===== src/rtl/prd_chain_walker.sv =====
module prd_chain_walker #(
  parameter int AW          = 32,
  parameter int MAX_ENTRIES = 16
) (
  input  logic          clk,
  input  logic          rst_n,
  input  logic          start,
  input  logic [AW-1:0] start_ptr,
  output logic          busy,
  output logic          done,
  output logic          err,
  output logic [1:0]    err_cause,
  output logic          rd_req,
  output logic [AW-1:0] rd_addr,
  input  logic          rd_valid,
  input  logic [31:0]   rd_data,
  output logic          bst_valid,
  input  logic          bst_ready,
  output logic [AW-1:0] bst_addr,
  output logic [34:0]   bst_bytes,
  output logic          bst_dir_out,
  output logic          bst_ordered,
  output logic [3:0]    bst_mode
);
  localparam int CW = $clog2(MAX_ENTRIES + 1);

  typedef enum logic [1:0] {S_IDLE, S_FETCH, S_CHECK, S_BURST} state_t;

  state_t        state;
  logic [AW-1:0] ptr;
  logic [1:0]    widx;
  logic [AW-1:0] buf_addr;
  logic [31:0]   len_units;
  logic [7:0]    flags;
  logic [3:0]    mode;
  logic [AW-1:0] next_ptr;
  logic [CW-1:0] nbursts;

  wire last_entry = flags[7];
  wire handshake  = bst_valid && bst_ready;

  assign busy        = (state != S_IDLE);
  assign rd_req      = (state == S_FETCH);
  assign rd_addr     = ptr + {{(AW-4){1'b0}}, widx, 2'b00};
  assign bst_valid   = (state == S_BURST);
  assign bst_addr    = buf_addr;
  assign bst_bytes   = {len_units, 3'b000};
  assign bst_dir_out = flags[5];
  assign bst_ordered = flags[4];
  assign bst_mode    = mode;

  always_ff @(posedge clk) begin
    if (!rst_n) begin
      state     <= S_IDLE;
      ptr       <= '0;
      widx      <= '0;
      buf_addr  <= '0;
      len_units <= '0;
      flags     <= '0;
      mode      <= '0;
      next_ptr  <= '0;
      nbursts   <= '0;
      done      <= 1'b0;
      err       <= 1'b0;
      err_cause <= 2'd0;
    end else begin
      done <= 1'b0;
      err  <= 1'b0;
      case (state)
        S_IDLE: if (start) begin
          err_cause <= 2'd0;
          nbursts   <= '0;
          widx      <= '0;
          if (start_ptr[2:0] != 3'b000) begin
            err       <= 1'b1;
            err_cause <= 2'd1;
          end else begin
            ptr   <= start_ptr;
            state <= S_FETCH;
          end
        end
        S_FETCH: if (rd_valid) begin
          case (widx)
            2'd0: buf_addr  <= rd_data[AW-1:0];
            2'd1: len_units <= rd_data;
            2'd2: begin flags <= rd_data[7:0]; mode <= rd_data[11:8]; end
            default: next_ptr <= rd_data[AW-1:0];
          endcase
          widx <= widx + 2'd1;
          if (widx == 2'd3) state <= S_CHECK;
        end
        S_CHECK: begin
          if (len_units == 32'd0) begin
            err       <= 1'b1;
            err_cause <= 2'd2;
            state     <= S_IDLE;
          end else begin
            state <= S_BURST;
          end
        end
        S_BURST: if (handshake) begin
          nbursts <= nbursts + 1'b1;
          if (last_entry) begin
            done  <= 1'b1;
            state <= S_IDLE;
          end else if (next_ptr[2:0] != 3'b000) begin
            err       <= 1'b1;
            err_cause <= 2'd1;
            state     <= S_IDLE;
          end else if (nbursts == CW'(MAX_ENTRIES - 1)) begin
            err       <= 1'b1;
            err_cause <= 2'd3;
            state     <= S_IDLE;
          end else begin
            ptr   <= next_ptr;
            widx  <= '0;
            state <= S_FETCH;
          end
        end
        default: state <= S_IDLE;
      endcase
    end
  end
endmodule


===== config.mk =====
export PLATFORM = sky130hd
export DESIGN_NAME = prd_chain_walker
export DESIGN_NICKNAME = d
export VERILOG_FILES = /design/src/rtl/prd_chain_walker.sv
export SDC_FILE = /design/constraint.sdc
export NUM_CORES = 1
export LEC_CHECK = 0
export BUFFER_PORTS_ARGS = -buffer_cell sky130_fd_sc_hd__buf_2
export CORE_MARGIN = 1
export CORE_UTILIZATION = 40
export CTS_BUF_LIST = sky130_fd_sc_hd__clkbuf_16
export DETAILED_ROUTE_END_ITERATION = 10
export PLACE_DENSITY = 0.63
export RECOVER_POWER = 50
export SLEW_MARGIN = 20
export SYNTH_ARGS = -nofsm -noshare
export SYNTH_HDL_FRONTEND = slang
export SYNTH_SLANG_ARGS = --single-unit
export TNS_END_PERCENT = 50

===== constraint.sdc =====
create_clock -name clk -period 2.6 [get_ports clk]
set_input_delay 0 -clock clk [delete_from_list [all_inputs] [get_ports clk]]
set_output_delay 0 -clock clk [all_outputs]
set_load 0.01 [all_outputs]

-- After elaboration in Yosys (flattened, before gate mapping)
Index checks and enable logic that the tools add are counted.
- output and inout port bits: 112
- register bits after elaboration: 153
- word-level logic and storage cells: 98
- eq/ne operators: 17
- bitwise gates (word level): 1
- reduce and logical (&&, ||, !) cells: 21
- multiplexer cells: 44
- add/subtract/negate cells: 3
- operators by type and width (cell ; number):
    $mux W32 ; 6
    $pmux W32 S2 ; 1
    $mux W2 ; 18
    $add A32 B4 Y32 ; 1
    $logic_not A32 Y1 ; 1
    $reduce_and A3 Y1 ; 6
    $reduce_and A7 Y1 ; 2
    $mux W1 ; 12
    $ne A2 B2 Y1 const B ; 6
    $pmux W2 S3 ; 2
    $reduce_bool A3 Y1 ; 4
    $mux W5 ; 2
    $pmux W5 S2 ; 1
    $eq A2 B2 Y1 const B ; 4
    $pmux W2 S4 ; 1
    $ne A2 B1 Y1 const B ; 3
    $reduce_and A6 Y1 ; 1
    $add A5 B1 Y5 const B ; 1
    $eq A5 B4 Y1 const B ; 1
    $reduce_and A5 Y1 ; 1
    $eq A2 B1 Y1 const B ; 2
    $logic_not A2 Y1 ; 2
    $reduce_bool A2 Y1 ; 2
    $ne A3 B1 Y1 const B ; 1
    5 further kinds ; 5

-- Depth between registers and ports, before layout
- depth in word-level cells: 6
- mapped depth: 9
- depth with buffers taken out: 7

-- Least setup slack after synthesis
OpenSTA, ideal clock, no wires.
- kind: register -> register
- start: reg nbursts[0]
- end: reg ptr[8]
- setup slack: 0.546 ns
- cell stages (with the launch flop): 9
- data arrival time: 1.938 ns
- cells stage by stage: dfxtp_1 ha_1 and3_1 ha_1 or4_4 o21ai_2 clkbuf_1 nand3_1 o211a_1
- word-level cells in the longest chain between the ends: 3
- RTL lines (item ; RTL line ; text):
    start: declaration ; 37 ; logic [CW-1:0] nbursts;
    start signal: assignment ; 102 ; nbursts <= nbursts + 1'b1;
    $eq A5 B4 Y1 ; 110 ; end else if (nbursts == CW'(MAX_ENTRIES - 1)) begin
    $ne A2 B2 Y1 (no line) ; - ;
    $reduce_and A7 Y1 (no line) ; - ;
    end signal: assignment ; 78 ; ptr <= start_ptr;
    end signal: assignment ; 115 ; ptr <= next_ptr;
    end: declaration ; 30 ; logic [AW-1:0] ptr;
Every way passes these cells.
A chain may end at the register's enable or synchronous reset.

-- Final worst setup path
- start: reg widx[0]
- end: out rd_addr[26]
- word-level cells in the longest chain between the ends: 1
- RTL lines (item ; RTL line ; text):
    start: declaration ; 31 ; logic [1:0] widx;
    start signal: assignment ; 89 ; widx <= widx + 2'd1;
    $add A32 B4 Y32 ; 44 ; assign rd_addr = ptr + {{(AW-4){1'b0}}, widx, 2'b00};
    end: declaration ; 14 ; output logic [AW-1:0] rd_addr,
Every way passes these cells.

==> impl.org <==
** Global routing
- Gr ovfl total :: 0
- Aggregate global-route resource usage :: 0.225
- The via count of the first global-routing pass was 5,804.
- Global-route wire length before repair :: 30.8 mm
- The number of antenna violations at the first check in global routing was 0.
- Entering global routing, the biggest net connects 74 pins.

** STA
- The number of endpoints with negative hold slack in the final report came to 0.
- Subtracting the final worst setup slack from the clock period gives 2.42 ns.
- Headroom to the max-slew limit came out at 0.504.
- At the pin with the least slew margin, the transition time is 0.744 ns.
- Worst clock skew on the final layout :: 0.00509 ns
- Adding up every negative setup slack in the final design gives 0 ns.
- Count of final max-slew check failures :: 0
- Peak clock frequency supported by timing :: 413 MHz
- Final Cycle Share :: 0.932
- RSZ-0062 raised after global routing :: no
- Setup violations remaining at the end of the flow were counted as 0.

** Drt
- In the final routed layout, each cell accounts on average for 15.6 um.
- In this run the top signal layer used is met4.
- Final wirelength :: 19.2 mm
- Routed metal-1 wirelength :: 9.53 mm
- After detailed routing, the met2 layer carries 8.21 mm of wire.
- The detailed router finished its first iteration with 415 violations.
- Drt pass-1 iters :: 5
- Met3 wire length :: 981 um
- Total vias in the final route :: 6,229
- In the routed layout, each cell is associated on average with a via count of 5.07.
- In this run the remaining antenna-violating nets after routing total 0.
- DRC errors left :: 0

** Placed design
- Final weighted congestion in routability-driven placement :: 0.828
- The count of buffers added on input and output ports is 177.
- HPWL Detailed :: 13.3 mm
- After detailed placement, the design holds a cell count of 1,137.

** Synthesis
- The synthesized design spends more area on one cell type than any other, namely dfxtp_1.
- Cell types occupying the most area after synthesis :: dfxtp_1 (44%), nand2_1 (12%), a21boi_1 (12%)
- The most used flip-flop cell after synthesis is dfxtp_1.
- Yosys mapped a number of flops with a built-in enable equal to 0.
- Synthesized area per cell :: 8.63 um2
- Counting flops with an async set or reset pin after synthesis yields a share of 0.
- Commonest cells in the netlist :: nand2_1 (219), dfxtp_1 (148), a21boi_1 (104)
- Gate Count Post-Synth :: 781
- The netlist uses 47 different library cells.
- Cell area after technology mapping :: 6740 um2
- The most common cell in the synthesized netlist is nand2_1.
- Share of Yosys cell area claimed by the top area cell type :: 0.440
- During synthesis, Yosys emitted a total of 0 warnings.
- Synthesis inferred 148 register bits.
- Proportion of synthesized chip area in sequential cells :: 0.440

** Setup path
- The critical path crosses 7 cells after its start point.
- In this run the critical register-to-register path is launched from nbursts[0].
- Series of cell instances along the critical path :: ha_1, inv_1, fa_1, nor4_4, nand4_1, xnor2_1, buf_2
- STA classifies the critical path startpoint as a flip-flop.
- STA classifies the critical path endpoint as an output pin.
- Worst path top cell family by delay :: adder cells
- The number of cells on the worst reg-to-reg path is 8.
- Critical Path Source :: widx[0]
- Crit-path max cell delay :: 0.49 ns
- Required time reported for the critical path endpoint :: 2.60 ns
- Total buffers and inverters traversed by the critical path :: 2
- Slowest cell on the critical path :: fa_1
- Arrival time of data at the critical path endpoint :: 2.42 ns
- Maximum fanout count along the critical path :: 8
- The critical path is of the flip-flop to output pin type.

** Pwr
- The design draws 0.00506 W.
- VDD sags by at most 0.434 mV.
- PD cells :: 575 nW/um2
- Static power due to leakage :: 3.84 nW

** Die
- Number of placed I/O pins :: 181
- Core area :: 16,500 um2
- Die boundary height :: 132 um
- The die covers 17,400 um2.
- In this run the horizontal extent of the chip is 132 um.
- For this configuration, the core starts out at a cell density of 0.408.
- After floorplanning, the core was divided into 47 placement rows.

** Layout
- From synthesis to final layout, the design area changed by 30.7%.
- Excluding fillers, the count of instances in the completed layout stands at 1,228.
- After the last flow step, the layout net total stands at 1,073.
- The number of antenna diodes in the final layout is 0.
- The filler cells instantiated in the layout total 1,585.
- Of the cells placed in the final design, the portion with a size suffix greater than 1 is 0.143.

** Hold path
- Class of the worst hold path :: primary input to flip-flop
- Worst hold path startpoint :: start_ptr[29]
- Number of instances on the worst hold path :: 4

** Clocking
- After clock tree synthesis, the clock-pin slew on the worst setup and hold paths is 0.06 ns.
- Counting along the longest clock path gives a buffer depth of 2.
- Root buffer cell :: clkbuf_16
- TritonCTS created 17 clock buffers.
- TritonCTS built the clock tree.
- In this run the number of H-tree levels came out at 4.
- In this run, post-CTS repair resized a total of 0 instances.
- Clock latency on the worst-skew pair :: 0.42 ns
- Number of clock sinks seen by CTS :: 148

** Job
- Number of maximum-capacitance constraint violations :: 0

** Run status
- The flow ran to the end, and the final reports show no timing, DRC or antenna violations.
-- worst paths after layout --
path                               endpoint  slack (ns)
worst max-delay path            rd_addr[26]        0.18
worst min-delay path                ptr[29]       0.004
worst max register to register      ptr[26]        0.41
worst min register to register  bst_addr[6]        0.45
-- flip-flops by register name, indices dropped and copies added, names as in the netlist --
| register | count |
|---|---|
| bst_mode | 4 |
| widx | 2 |
| state | 2 |
| err | 1 |
| len_units | 32 |
| bst_addr | 32 |
| next_ptr | 32 |
| ptr | 32 |
| err_cause | 2 |
| nbursts | 5 |
| flags | 3 |
| done | 1 |
-- stage by stage --
stage / util / setup WS (ns) / instance area (um2) / hold slack, ns
final: 0.533 / 0.178 / 8800 / 0.00385
after global routing: 0.533 / 0.0350 / 8800 / 0.0134
after CTS: 0.539 / 0.00644 / 8910 / 0.00203
after detailed placement: 0.470 / 0.415 / 7770 / 0.272
after global placement: 0.470 / 0.459 / 7770 / 0.268
after floorplan: - / 0.546 / 6750 / 0.135
-- routing by layer --
| metal | track usage | vias to the layer above |
|---|---|---|
| li1 | - | 3097 |
| met1 | 0.315 | 2899 |
| met2 | 0.332 | 204 |
| met3 | 0.0546 | 29 |
| met4 | 0.0853 | 0 |
| met5 | 0 | - |
-- worst register-to-register path: cells and delay by family, from the launching register on --
family / cells / cell delay (ns)
AOI/OAI and AO/OA: 2 / 0.36
adders and majority gates: 2 / 0.38
buffers and inverters: 1 / 0.27
DFF: 1 / 0.33
and+or+nand+nor: 3 / 0.74
-- cells in the final DEF, fill, tap and decap left out, drive strengths merged, types with 3 or more instances in the layout --
master / instances
clkbuf: 99
o211a: 29
a21oi: 4
and3: 10
mux2i: 30
nor4: 10
conb: 3
nor2b: 5
dlygate4sd3: 59
nor3: 5
clkinv: 8
and2: 5
ha: 8
nor2: 11
buf: 111
inv: 13
and4: 4
a21boi: 104
nand3: 50
nand4: 14
xor2: 4
nand2: 219
xnor2: 26
o21ai: 6
dfxtp: 148
-- logic make-up after synthesis --
group / Yosys count / synth area share
and+or+nand+nor: 341 / 0.229
AOI/OAI and AO/OA: 153 / 0.181
muxes: 30 / 0.0446
DFF: 148 / 0.440
other: 1 / 0.000557
adders and majority gates: 9 / 0.0178
buffers and inverters: 69 / 0.0477
xor gates and xnor gates: 30 / 0.0390
-- power breakdown --
part / internal (W) / total, W / switching (W) / leakage (nW)
sequential: 0.00230 / 0.00234 / 0.0000396 / 1.20
combinational: 0.000205 / 0.000395 / 0.000190 / 2.37
clock: 0.00138 / 0.00232 / 0.000941 / 0.276
total: 0.00389 / 0.00506 / 0.00117 / 3.84
-- what timing repair did --
action | in CTS | in global routing
endpoints found under the setup margin | 0 | 7
hold buffers | 59 | 0
hold endpoints to repair | 130 | 0
buffers inserted | 0 | 0
-- cell type report --
cell class                 instances  area, um2  area share
clock buffer                      17        425      0.0483
sequential                       148       2960       0.337
multi-input combinational        566       3460       0.393
timing repair buffer             252       1520       0.172
inverter                          10       37.5     0.00426
clock inverter                    15        125      0.0142
tap                              220        275      0.0313
No activity file was read; power rests on OpenSTA's default activity.
